**config.mk**
```make
export PLATFORM = sky130hd
export DESIGN_NAME = trim_nvm_ctrl
export DESIGN_NICKNAME = d
export VERILOG_FILES = /design/src/rtl/trim_pkg.sv /design/src/rtl/trim_prog_timer.sv /design/src/rtl/trim_nvm_cell.sv /design/src/rtl/trim_nvm_ctrl.sv
export SDC_FILE = /design/constraint.sdc
export NUM_CORES = 1
export LEC_CHECK = 0
export ABC_CLOCK_PERIOD_IN_PS = 8200
export BUFFER_PORTS_ARGS = -buffer_cell sky130_fd_sc_hd__buf_2
export CAP_MARGIN = 30
export CORE_AREA = 2 2 64 66
export DETAILED_ROUTE_END_ITERATION = 10
export DIE_AREA = 0 0 66 68
export PLACE_DENSITY = 0.77
export RECOVER_POWER = 50
export SKIP_CTS_REPAIR_TIMING = 1
export SLEW_MARGIN = 20
export SYNTH_ARGS = -nofsm -noshare
export SYNTH_HDL_FRONTEND = slang
export SYNTH_SLANG_ARGS = --single-unit
```
**constraint.sdc**
```tcl
create_clock -name clk -period 8.2 [get_ports clk]
set_input_delay 0.41 -clock clk [delete_from_list [all_inputs] [get_ports clk]]
set_output_delay 0.41 -clock clk [all_outputs]
set_load 0.1 [all_outputs]
```
**src/rtl/trim_pkg.sv**
```systemverilog
package trim_pkg;
  typedef enum logic {
    DEST_BOTH     = 1'b0,
    DEST_REG_ONLY = 1'b1
  } dest_e;

  function automatic int cnt_width(input longint unsigned n);
    int w;
    w = 1;
    while ((64'd1 << w) <= n) w++;
    return w;
  endfunction
endpackage

```
**src/rtl/trim_prog_timer.sv**
```systemverilog
module trim_prog_timer #(
  parameter int unsigned CYCLES = 25_000_000
) (
  input  logic clk,
  input  logic rst_n,
  input  logic start,
  output logic busy,
  output logic last
);
  localparam int CNT_W = trim_pkg::cnt_width(CYCLES);
  localparam logic [CNT_W-1:0] LOAD = CNT_W'(CYCLES);
  localparam logic [CNT_W-1:0] ONE  = CNT_W'(1);

  logic [CNT_W-1:0] cnt_q;

  always_ff @(posedge clk or negedge rst_n) begin
    if (!rst_n)                cnt_q <= '0;
    else if (start && !busy)   cnt_q <= LOAD;
    else if (busy)             cnt_q <= cnt_q - ONE;
  end

  assign busy = (cnt_q != '0);
  assign last = (cnt_q == ONE);

  // a started store stays busy until its final cycle
  assert_busy_holds_R3: assert property (@(posedge clk) disable iff (!rst_n)
    (busy && !last) |=> busy);
  assert_start_busy_R3: assert property (@(posedge clk) disable iff (!rst_n)
    (start && !busy) |=> busy);
endmodule

```
**src/rtl/trim_nvm_cell.sv**
```systemverilog
module trim_nvm_cell #(
  parameter int unsigned SET_W    = 7,
  parameter logic [SET_W-1:0] INIT = '0
) (
  input  logic             clk,
  input  logic             rst_n,
  input  logic             capture,
  input  logic [SET_W-1:0] din,
  input  logic             commit,
  output logic [SET_W-1:0] dout
);
  logic [SET_W-1:0] pend_q;
  logic [SET_W-1:0] cell_q = INIT;

  always_ff @(posedge clk or negedge rst_n) begin
    if (!rst_n)       pend_q <= '0;
    else if (capture) pend_q <= din;
  end

  always_ff @(posedge clk) begin
    if (commit) cell_q <= pend_q;
  end

  assign dout = cell_q;

  // stored code only moves on the final edge of a store
  assert_cell_stable_R9: assert property (@(posedge clk) disable iff (!rst_n)
    !commit |=> $stable(cell_q));
endmodule

```
**src/rtl/trim_nvm_ctrl.sv**
```systemverilog
module trim_nvm_ctrl #(
  parameter int unsigned SET_W       = 7,
  parameter int unsigned PROG_CYCLES = 25_000_000,
  parameter logic [SET_W-1:0] NVM_INIT = 7'h40
) (
  input  logic             clk,
  input  logic             rst_n,
  input  logic             wr_valid,
  output logic             wr_ready,
  input  logic [SET_W-1:0] wr_value,
  input  logic             wr_reg_only,
  input  logic             nvm_unlock,
  output logic             unlock_inv,
  output logic             alt_clk_sel,
  output logic [SET_W-1:0] setting,
  output logic             setting_valid,
  output logic             prog_ready
);
  import trim_pkg::*;

  logic             loaded_q;
  logic [SET_W-1:0] setting_q;
  logic [SET_W-1:0] stored;
  logic             accept, store_go, busy, last;
  dest_e            dest;

  assign dest     = dest_e'(wr_reg_only);
  assign accept   = wr_valid && loaded_q;
  assign store_go = accept && (dest == DEST_BOTH) && nvm_unlock;

  trim_prog_timer #(.CYCLES(PROG_CYCLES)) u_timer (
    .clk(clk), .rst_n(rst_n), .start(store_go), .busy(busy), .last(last)
  );

  trim_nvm_cell #(.SET_W(SET_W), .INIT(NVM_INIT)) u_cell (
    .clk(clk), .rst_n(rst_n), .capture(store_go && !busy), .din(wr_value),
    .commit(last), .dout(stored)
  );

  always_ff @(posedge clk or negedge rst_n) begin
    if (!rst_n) begin
      loaded_q  <= 1'b0;
      setting_q <= '0;
    end else if (!loaded_q) begin
      loaded_q  <= 1'b1;
      setting_q <= stored;
    end else if (accept) begin
      setting_q <= wr_value;
    end
  end

  assign wr_ready      = loaded_q;
  assign setting       = setting_q;
  assign setting_valid = loaded_q;
  assign prog_ready    = !busy;
  assign unlock_inv    = !nvm_unlock;
  assign alt_clk_sel   = nvm_unlock;

  // power-on copy matches the stored code
  assert_load_copy_R1: assert property (@(posedge clk) disable iff (!rst_n)
    $rose(loaded_q) |-> (setting_q == stored));
  // every accepted beat lands in the register
  assert_beat_lands_R8: assert property (@(posedge clk) disable iff (!rst_n)
    (wr_valid && wr_ready) |=> (setting == $past(wr_value)));
  // register-only beats never raise busy
  assert_reg_only_idle_R2: assert property (@(posedge clk) disable iff (!rst_n)
    (wr_valid && wr_ready && wr_reg_only && prog_ready) |=> prog_ready);
  // locked beats never raise busy
  assert_locked_idle_R4: assert property (@(posedge clk) disable iff (!rst_n)
    (wr_valid && wr_ready && !nvm_unlock && prog_ready) |=> prog_ready);
endmodule

```
[Word level (Yosys, flattened, before mapping)]
Index checks and enable logic that the tools add are counted.
Storage, ports and cells
  bits in registers: 47
  output and inout port bits: 12
  memory bits (writable): 0
  memories kept: 0
  bits in latches: 0
  ROM bits: 0
Cells by class
  reduce and logical (&&, ||, !) cells: 8
  bitwise gates (word level): 1
  shift operators: 0
  multiplexer cells: 4
  equal/unequal tests: 2
  magnitude comparators: 0
  div/mod/pow operators: 0
  add/subtract/negate cells: 1
  multiply operators: 0
Operators by type and width (number)
  25-bit 2-to-1 mux: 2
  25-bit by 1-bit equality test with 1-bit output (second input constant): 1
  25-bit nonzero test: 1
  25-bit by 1-bit subtractor with 25-bit output (second input constant): 1
  7-bit 2-to-1 mux: 2
  1-bit logical AND: 4
  1-bit zero test: 2
  2-bit by 1-bit inequality test with 1-bit output (second input constant): 1
  2-bit nonzero test: 1
  1-bit NOT: 1

[Longest topological paths before layout]
Gate-level depths: netlist of the first run.
  depth in word-level cells: 5
  mapped depth: 10

[By module]
From an unflattened synthesis of the first run, not the netlist that was laid out.
Unflattened totals
  cells, all modules: 194
  area, all modules: 2292.2 µm²
By module, submodules not included
  trim_prog_timer: area an instance 1397.6 µm², seq. area each 625.6 µm², cells an instance 134, instances 1
  trim_nvm_cell: area an instance 501.7 µm², seq. area each 385.4 µm², cells an instance 22, instances 1
  trim_nvm_ctrl: area an instance 392.9 µm², seq. area each 200.2 µm², cells an instance 38, instances 1

[Worst setup path before layout of the first run]
No wires, ideal clock.
  path type: reg-to-reg
  start: register u_timer.cnt_q[11]
  end: register u_cell.cell_q[0] (netlist: u_cell.dout[0]) (enable)
  clock period less this slack: 2.882 ns
  setup time: 0.382 ns
  buffers on the path: 1
  data required time: 7.818 ns
  data arrival time: 2.500 ns
  stages on the path, launching flop included: 6
  setup slack: 5.318 ns
  cells stage by stage: dfrtp_1 or4_4 or4_4 buf_6 or3_1 nor3b_1
Between the ends
  cells in the longest elaborated chain, start to end: 1
RTL lines
  start, declared: line trim_prog_timer.sv:14  | logic [CNT_W-1:0] cnt_q;
  start signal, assigned: line trim_prog_timer.sv:19  | else if (busy) cnt_q <= cnt_q - ONE;
  25-bit by 1-bit equality test with 1-bit output: line trim_prog_timer.sv:23  | assign last = (cnt_q == ONE);
  net last: line trim_nvm_ctrl.sv:24  | logic accept, store_go, busy, last;
  end signal, assigned: line trim_nvm_cell.sv:21  | if (commit) cell_q <= pend_q;
  end, declared: line trim_nvm_cell.sv:13  | logic [SET_W-1:0] cell_q = INIT;
The timed path passes the listed nets, and every way through them passes these cells.
A chain may end at the register's enable or synchronous reset.

[Worst setup path after layout of the first run]
  start: register u_timer.cnt_q[2]
  end: output prog_ready
Between the ends
  cells in the longest elaborated chain, start to end: 2
RTL lines
  25-bit nonzero test: line trim_prog_timer.sv:22  | assign busy = (cnt_q != '0);
  1-bit zero test: line trim_nvm_ctrl.sv:55  | assign prog_ready = !busy;
  end, declared: line trim_nvm_ctrl.sv:17  | output logic prog_ready
No other way between the ends.

==> flow_summary.yaml, run 1 <==
logic_synthesis:
  syn_area_um2: 2193
  synth_flop_cell: "dfrtp_1"
  avgSynthCellArea_um2: 11.61
  syn_inst: 189
  yosys_warnings: 0
  synthArstFlopShare_pct: 85.11
  synth_seq_cells: 47
  yosysUniqueCellTypes: 40
  synth-seq-area-share_pct: 55.22
  synth-edff-count: 7
  synth_nets: 204
route:
  first_iter_violations: 45
  wl_met1_mm: 1.813
  dr_wl_met2_mm: 1.757
  routedWlPerCell_um: 14.26
  first_pass_iters: 4
  top_layer: "met4"
  wl_mm: 3.764
  via_per_inst: 5.625
  drc: 0
  dr_wl_met3_um: 143
  vias: 1485
  detail-route-antenna-nets: 0
timing:
  tightestPinTransition_ps: 1121
  setup_viol_count_final: 0
  fin_crit_ps: 3429
  slew_violations: 0
  rsz0062_at_grt: "false"
  skew_ps: 9.087
  fin_tns_setup_ps: 0
  final-hold-violation-count: 0
  maxSlewHeadroom_pct: 25.26
  timing.fmax_ghz: 0.2916
  layout_setup_ws_ps: 4771
  finalCritPeriodShare_pct: 41.82
  timing.hold.ws_ps: 261.1
worst_setup_path:
  max_stage_delay_ps: 690
  worstPathRequired_ps: 7790
  endpoint_kind: "output pin"
  crit_buf_inv: 2
  crit_type: "reg -> out"
  path_cells: "nor4_1, nand2_1, or3_1, clkinv_4, buf_2"
  cp.arrival_ps: 3020
  worstSetupStartpointType: "flop"
  cpMaxStageDelayCell: "nor4_1"
  cp_max_fo: 15
  crit_family: "simple AND/OR/NAND/NOR gates"
global_routing:
  grt_pass1_vias: 1354
  grt_usage_pct: 18.49
  antenna_found_initial: 0
  grt-ovfl-total: 0
  grt_first_pass_wirelength_mm: 6.161
  grt_max_degree: 41
floorplan:
  ioPinCount: 24
  die_h_um: 68
  die_w_um: 66
  num_rows: 23
  die_area_um2: 4488
  core-area_um2: 3856
  start_util_pct: 56.88
placement:
  routabilityCongestion: 0.8187
  hpwlAfterDp_mm: 2.644
  pre_cts_slack_ps: 5055
  io_buffers: 23
cells_and_area:
  final_nets: 228
  n_antenna_cell: 0
  final_common_cell: "dfrtp_1"
  drive_gt1_share_pct: 20.56
  mostFrequentLayoutCells: "dfrtp_1 (40), buf_2 (22), nor2_1 (20)"
  synthToLayoutAreaGrowth_pct: 11.29
pwr:
  ir_drop_uv: 156.1
  finalPower_uw: 472.3
  power_density_nw_per_um2: 193.5
  p_leak_uw: 0.001067
clock_tree:
  numCtsBuffers: 5
  root_buffer: "clkbuf_8"
  clock_latency_ps: 300
  cts.sinks: 47
  clk_path_buf_depth: 2
  cts_tree: "built"
  clk_pin_slew_worst_paths_ps: 90
  htreeDepth: 2
job:
  drv_cap: 0
run_status:
  status: "finished, final reports clean"
worst_hold_path:
  hold_path.class: "in -> async"
## cells by family after synthesis
| family | count (synthesis) | synth area share [%] |
|---|---|---|
| compound gates | 29 | 8.614 |
| simple gates | 70 | 18.14 |
| mux | 16 | 7.701 |
| other cells | 1 | 0.1710 |
| xor+xnor | 11 | 4.393 |
| fa+ha+maj | 3 | 1.712 |
| flops | 47 | 55.22 |
| buf+inv | 12 | 4.050 |
## layer usage
metal | track usage (%) | up-vias
met2 | 30.18 | 31
met5 | 0 | -
met4 | 8.929 | 0
met1 | 24.40 | 713
met3 | 2.961 | 5
li1 | - | 736
## per-stage QoR
stage,util [%],cells,cell area (um2)
after floorplan,-,189,2193
after global placement,59.80,255,2306
after detailed placement,59.80,255,2306
after CTS,63.24,263,2439
after global routing,63.30,264,2441
final,63.30,264,2441
## worst paths after layout
check                                                endpoint  slack [ps]  cells past startpoint                         start
worst min-delay path                   setting[1]$_DFFE_PN0P_         260                      1                         rst_n
max in group asynchronous       u_timer.cnt_q[21]$_DFFE_PN0P_        6390                      2                         rst_n
min in group clk                 u_cell.pend_q[1]$_DFFE_PN0P_         360                      2                   wr_value[1]
worst max-delay path                               prog_ready        4770                      5  u_timer.cnt_q[2]$_DFFE_PN0P_
worst min register to register       u_cell.dout[3]$_DFFE_PP_         450                      0  u_cell.pend_q[3]$_DFFE_PN0P_
worst max register to register       u_cell.dout[5]$_DFFE_PP_        5070                      4  u_timer.cnt_q[2]$_DFFE_PN0P_
## power breakdown
group,switching [uW],leakage [uW],internal (uW)
clock,73.4,0.0000654,122
combinational,31.0,0.000476,6.39
sequential,1.88,0.000526,238
## cell usage after synthesis (5+ instances only)
master    instances  area (um2)
o21ai_0           6       30.03
nor3_1           12       60.06
nand2_1           6       22.52
xor2_1            8       70.07
a21oi_1          11       55.05
a211oi_1          5       37.54
edfxtp_1          7       210.2
mux2i_1           9       90.09
mux2_2            7       78.83
nand3_1           8       40.04
nor2_1           20       75.07
dfrtp_1          40        1001
## sequential cells by signal, indices dropped and copies added (netlist names)
register and count:
u_timer.cnt_q 25, setting_valid 1, setting 7, u_cell.pend_q 7, u_cell.dout 7
## final cells by class
| cell class | instances | area [um2] |
|---|---|---|
| Fill cell | 339 | 1415 |
| Sequential cell | 47 | 1211 |
| Multi-Input combinational cell | 130 | 893.4 |
| Timing Repair Buffer | 24 | 117.6 |
| Clock buffer | 6 | 72.57 |
| Tap cell | 50 | 62.56 |
| Clock inverter | 2 | 60.06 |
| Inverter | 5 | 23.77 |
Note: power is estimated with default switching activity, not from simulation.
==> run 2: changes to the inputs <==
Settings changed: ABC_AREA set to 1, ABC_CLOCK_PERIOD_IN_PS 8200 to 2800, CORE_AREA 2 2 64 66 to 2 2 72 74, DIE_AREA 0 0 66 68 to 0 0 74 76, PLACE_DENSITY 0.77 to 0.72.
Clock period 8.2 ns to 2.8 ns, I/O delays scaled along.
==> flow_summary.yaml, run 2 <==
floorplan:
  die_area_um2: 5624
  die_w_um: 74
  core-area_um2: 4912
  ioPinCount: 24
  num_rows: 26
  start_util_pct: 50.89
  die_h_um: 76
pwr:
  power_frac_comb_pct: 10.3
  switching_share_pct: 27.89
  seqPwrFrac_pct: 55.1
  p_leak_uw: 0.001332
  power_frac_clock_pct: 34.6
  internal_power_uw: 919.6
  power_density_nw_per_um2: 460.1
  power.switching_uw: 355.6
  ir_drop_uv: 224.2
cells_and_area:
  register_area_um2: 1211
  synthToLayoutAreaGrowth_pct: 10.86
  final_common_cell: "nand2_1"
  final_cells: 419
  mostFrequentLayoutCells: "nand2_1 (99), nor2_1 (54), dfrtp_1 (40)"
  final_nets: 363
  finalInstanceArea_um2: 2771
  drive_gt1_share_pct: 13.47
  largest-register: "u_timer.cnt_q"
  largest_reg_flops: 25
  nFillCells: 458
  multi_input_area_um2: 1089
  n_antenna_cell: 0
logic_synthesis:
  synth_most_common_cell: "nand2_1"
  yosysUniqueCellTypes: 25
  synthArstFlopShare_pct: 85.11
  syn_area_um2: 2500
  yosys_warnings: 0
  synth_seq_cells: 47
  netlist_top_cells_count: "nand2_1 (99), nor2_1 (54), dfrtp_1 (40), inv_1 (39), nand3_1 (24)"
  ys_top_cells_by_area: "dfrtp_1 (40%), nand2_1 (15%), edfxtp_1 (8.4%)"
  synth-edff-count: 7
  syn_inst: 320
  avgSynthCellArea_um2: 7.812
  synth_top_area_cell: "dfrtp_1"
  synth_flop_cell: "dfrtp_1"
  yosysTopAreaCellShare_pct: 40.04
  synth-seq-area-share_pct: 48.45
  synth_nets: 335
worst_setup_path:
  crit_type: "reg -> out"
  endpoint_kind: "output pin"
  cp_max_fo: 4
  ff2ff_setup_slack_ps: 760
  rr_worst_depth: 11
  crit_buf_inv: 3
  worstSetupStartpointType: "flop"
  max_stage_delay_ps: 450
  cp.arrival_ps: 2090
  path_cells: "nor2_2, nand2_1, nor2_1, nand2_1, inv_1, nand2_1, inv_1, buf_2"
  crit_path_frequent_cell: "nand2_1"
  cp_num_cells: 8
  crit_family: "simple AND/OR/NAND/NOR gates"
  cpMaxStageDelayCell: "buf_2"
  worstPathRequired_ps: 2660
route:
  routedWlPerCell_um: 12.64
  detail-route-antenna-nets: 0
  first_pass_iters: 4
  vias: 2080
  via_per_inst: 4.964
  first_iter_violations: 141
  wl_mm: 5.297
  drc: 0
global_routing:
  grt_usage_pct: 20.30
  grt-ovfl-total: 0
  grt_first_pass_wirelength_mm: 8.797
  antenna_found_initial: 0
  grt_pass1_vias: 2007
  grt_max_degree: 41
timing:
  slew_violations: 0
  final-hold-violation-count: 0
  finalCritPeriodShare_pct: 79.64
  setup_viol_count_final: 0
  timing.fmax_ghz: 0.4485
  maxSlewHeadroom_pct: 22.55
  rsz0062_at_grt: "false"
  skew_ps: 10.43
  fin_crit_ps: 2230
  tightestPinTransition_ps: 1167
  fin_tns_setup_ps: 0
job:
  drv_cap: 0
clock_tree:
  cts_tree: "built"
  cts.sinks: 47
  clk_pin_slew_worst_paths_ps: 90
  clock_latency_ps: 310
  htreeDepth: 2
  root_buffer: "clkbuf_8"
  clk_path_buf_depth: 2
  numCtsBuffers: 5
placement:
  io_buffers: 23
  placedCellCount: 409
  place_area_um2: 2664
  routabilityCongestion: 0.8436
  hpwlAfterDp_mm: 3.870
worst_hold_path:
  hold_path.class: "in -> reg"
  hold_depth: 3
run_status:
  status: "finished, final reports clean"
-- run 2: per-layer routing --
layer  wire [um]  global-route usage [%]  share of wire (%)  up-vias
li1            -                       -                  -     1056
met1        2306                   26.00                 44      940
met2        2570                   33.57                 49       71
met3         310                   4.101                5.9       13
met4         110                   7.273                2.1        0
met5           0                       0                  0        -
-- run 2: through the flow --
| stage | total power [uW] | hold slack [ps] | setup WS [ps] | util [%] |
|---|---|---|---|---|
| floorplan | 815.3 | -155.6 | 707.6 | - |
| global placement | 847.7 | 309.0 | 894.9 | 54.23 |
| detailed placement | 849.4 | 319.5 | 812.0 | 54.23 |
| CTS | 1285 | -16.05 | 595.5 | 56.24 |
| global route | 1327 | 55.65 | 293.3 | 56.42 |
| finish | 1275 | 51.20 | 570.2 | 56.42 |
-- run 2: area by class of cell --
cell class                 count  area share [%]
timing repair buffer          27           5.011
clock buffer                   6           2.980
clock inverter                 2          0.5869
sequential                    47           43.70
tap                           70           3.160
multi-input combinational    228           39.28
inverter                      39           5.282
-- run 2: worst min-delay path, cell delays in order --
cell and delay, ps:
buf_2 90, nand2_1 50, nand2_1 50
-- run 2: power groups by stage --
stage / Combinational (uW) / Sequential [uW] / Clock (uW)
floorplan: 36.0 / 779 / 0
finish: 131 / 703 / 441
detailed placement: 133 / 717 / 0
global placement: 131 / 716 / 0
global route: 140 / 704 / 482
CTS: 132 / 703 / 450
-- run 2: kinds of logic after synthesis --
logic type | count (synthesis) | share of synthesized area [%]
and+or+nand+nor | 203 | 35.24
DFF | 47 | 48.45
buffers and inverters | 45 | 8.008
AOI/OAI and AO/OA | 13 | 3.854
xor gates and xnor gates | 8 | 2.803
adders and majority gates | 3 | 1.502
other | 1 | 0.1500
-- run 2: final timing paths --
| path | to | startpoint |
|---|---|---|
| worst max-delay path | prog_ready | u_timer.cnt_q[9]$_DFFE_PN0P_ |
| worst min-delay path | u_cell.pend_q[0]$_DFFE_PN0P_ | wr_value[0] |
| worst max register to register | u_timer.cnt_q[1]$_DFFE_PN0P_ | u_timer.cnt_q[0]$_DFFE_PN0P_ |
| worst min register to register | u_cell.dout[0]$_DFFE_PP_ | u_cell.pend_q[0]$_DFFE_PN0P_ |
| max in group asynchronous | u_timer.cnt_q[17]$_DFFE_PN0P_ | rst_n |
| min in group asynchronous | u_cell.pend_q[2]$_DFFE_PN0P_ | rst_n |
==> run 3: changes to the inputs <==
Settings changed: ABC_AREA 1 to 0, ABC_CLOCK_PERIOD_IN_PS 2800 to 2200, CORE_AREA 2 2 72 74 to 2 2 66 68, DIE_AREA 0 0 74 76 to 0 0 68 70, PLACE_DENSITY 0.72 to 0.73.
Clock period 2.8 ns to 2.2 ns, I/O delays scaled along.
==> flow_summary.yaml, run 3 (same netlist as run 1, synthesis figures left out) <==
pwr:
  switching_share_pct: 25.60
  ir_drop_uv: 333.6
  seqPwrFrac_pct: 52.8
  p_leak_uw: 0.001406
  power.switching_uw: 432.0
  internal_power_uw: 1255
  finalPower_uw: 1687
  power_frac_clock_pct: 38.5
  power_frac_comb_pct: 8.7
  power_density_nw_per_um2: 551.8
route:
  drc: 0
  wl_mm: 5.095
  routedWlPerCell_um: 15.58
  via_per_inst: 5.508
  first_pass_iters: 4
  vias: 1801
  first_iter_violations: 102
  detail-route-antenna-nets: 0
cells_and_area:
  register_area_um2: 1211
  synthToLayoutAreaGrowth_pct: 39.42
  final_nets: 289
  finalInstanceArea_um2: 3058
  drive_gt1_share_pct: 44.00
  n_antenna_cell: 0
  mostFrequentLayoutCells: "buf_4 (53), dfrtp_1 (40), buf_2 (19)"
  largest-register: "u_timer.cnt_q"
  final_cells: 327
  final_common_cell: "buf_4"
  final_core_util_pct: 73.79
  largest_reg_flops: 25
  nFillCells: 289
  multi_input_area_um2: 1005
timing:
  skew_ps: 7.975
  timing.fmax_ghz: 0.3874
  fin_crit_ps: 2581
  timing.hold.ws_ps: 50.62
  rsz0062_at_grt: "true"
  tightestPinTransition_ps: 1159
  layout_setup_ws_ps: -381.3
  setup_viol_count_final: 40
  finalCritPeriodShare_pct: 117.3
  slew_violations: 0
  final-hold-violation-count: 0
  maxSlewHeadroom_pct: 23.06
worst_setup_path:
  ff2ff_setup_slack_ps: -360
  worstPathRequired_ps: 2090
  path_cells: "or4_4, or4_4, or3_4, clkinv_8, buf_4, buf_12"
  endpoint_kind: "output pin"
  crit_path_frequent_cell: "or4_4"
  worstSetupStartpointType: "flop"
  cpMaxStageDelayCell: "or4_4"
  max_stage_delay_ps: 550
  cp.arrival_ps: 2470
  crit_type: "reg -> out"
  cp_max_fo: 6
clock_tree:
  htreeDepth: 2
  numCtsBuffers: 5
  clk_path_buf_depth: 2
  cts_tree: "built"
  clock_latency_ps: 310
  cts.sinks: 47
  root_buffer: "clkbuf_8"
  clk_pin_slew_worst_paths_ps: 90
global_routing:
  grt-ovfl-total: 0
  grt_first_pass_wirelength_mm: 7.590
  grt_pass1_vias: 1684
  antenna_found_initial: 0
  grt_usage_pct: 21.21
  grt_max_degree: 41
placement:
  routabilityCongestion: 0.7730
  io_buffers: 23
  placedCellCount: 303
  hpwlAfterDp_mm: 3.199
  place_area_um2: 2716
floorplan:
  core-area_um2: 4144
  die_w_um: 68
  start_util_pct: 52.93
  die_h_um: 70
  ioPinCount: 24
  die_area_um2: 4760
  num_rows: 24
job:
  drv_cap: 0
worst_hold_path:
  hold_path.class: "in -> reg"
run_status:
  status: "complete, but fails checks"
  violations: "setup timing"
## run 3: cell types whose count changed in the layout (fill, tap and decap cells not counted), moves of 10 or more
| cell | before | now |
|---|---|---|
| nand2_1 | 99 | 5 |
| buf_4 | 2 | 53 |
| nor2_1 | 54 | 18 |
| inv_1 | 39 | 4 |
| nand3_1 | 24 | 7 |
| a21oi_1 | 0 | 10 |
## run 3: metal layers
layer / wire, um / global-route usage [%] / vias to the layer above
met3: 292 / 4.992 / 5
met2: 2671 / 35.60 / 57
met5: 0 / 0 / -
li1: - / - / 851
met1: 2069 / 26.92 / 888
met4: 62 / 6.000 / 0
## run 3: final cells by class
type / count / share of cell area [%]
clock buffers: 5 / 2.250
multi-input cells: 130 / 32.86
clock inverters: 3 / 1.514
repair buffers: 85 / 20.62
well taps: 52 / 2.128
flip-flops and latches: 47 / 39.61
inverters: 5 / 1.023
## run 3: worst max-delay path, delay by kind of cell (launching register included)
kind,cells,cell delay [ps]
simple gates,3,1430
flops,1,380
buf+inv,3,350
## run 3: stage by stage
stage	TNS [ps]	worst slack [ps]
after floorplan	-7283	-334.7
after global placement	-3257	-198.5
after detailed placement	-5353	-254.9
after CTS	-6107	-522.5
after global routing	-10160	-427.8
final	-8008	-381.3
## run 3: power by group through the flow
| stage | Sequential (uW) | Clock (uW) | Combinational [uW] |
|---|---|---|---|
| floorplan | 972 | 0 | 43.6 |
| global placement | 908 | 0 | 145 |
| detailed placement | 909 | 0 | 146 |
| CTS | 891 | 663 | 146 |
| global route | 893 | 702 | 156 |
| finish | 891 | 650 | 146 |
## run 3: worst paths after layout
check,start,endpoint,cells past startpoint
setup / recovery,u_timer.cnt_q[12]$_DFFE_PN0P_,prog_ready,6
hold / removal,wr_value[1],u_cell.pend_q[1]$_DFFE_PN0P_,2
setup reg to reg,u_timer.cnt_q[12]$_DFFE_PN0P_,u_cell.dout[4]$_DFFE_PP_,6
hold reg to reg,u_cell.pend_q[3]$_DFFE_PN0P_,u_cell.dout[3]$_DFFE_PP_,0
max in group asynchronous,rst_n,u_cell.pend_q[5]$_DFFE_PN0P_,3
min in group asynchronous,rst_n,setting[2]$_DFFE_PN0P_,2
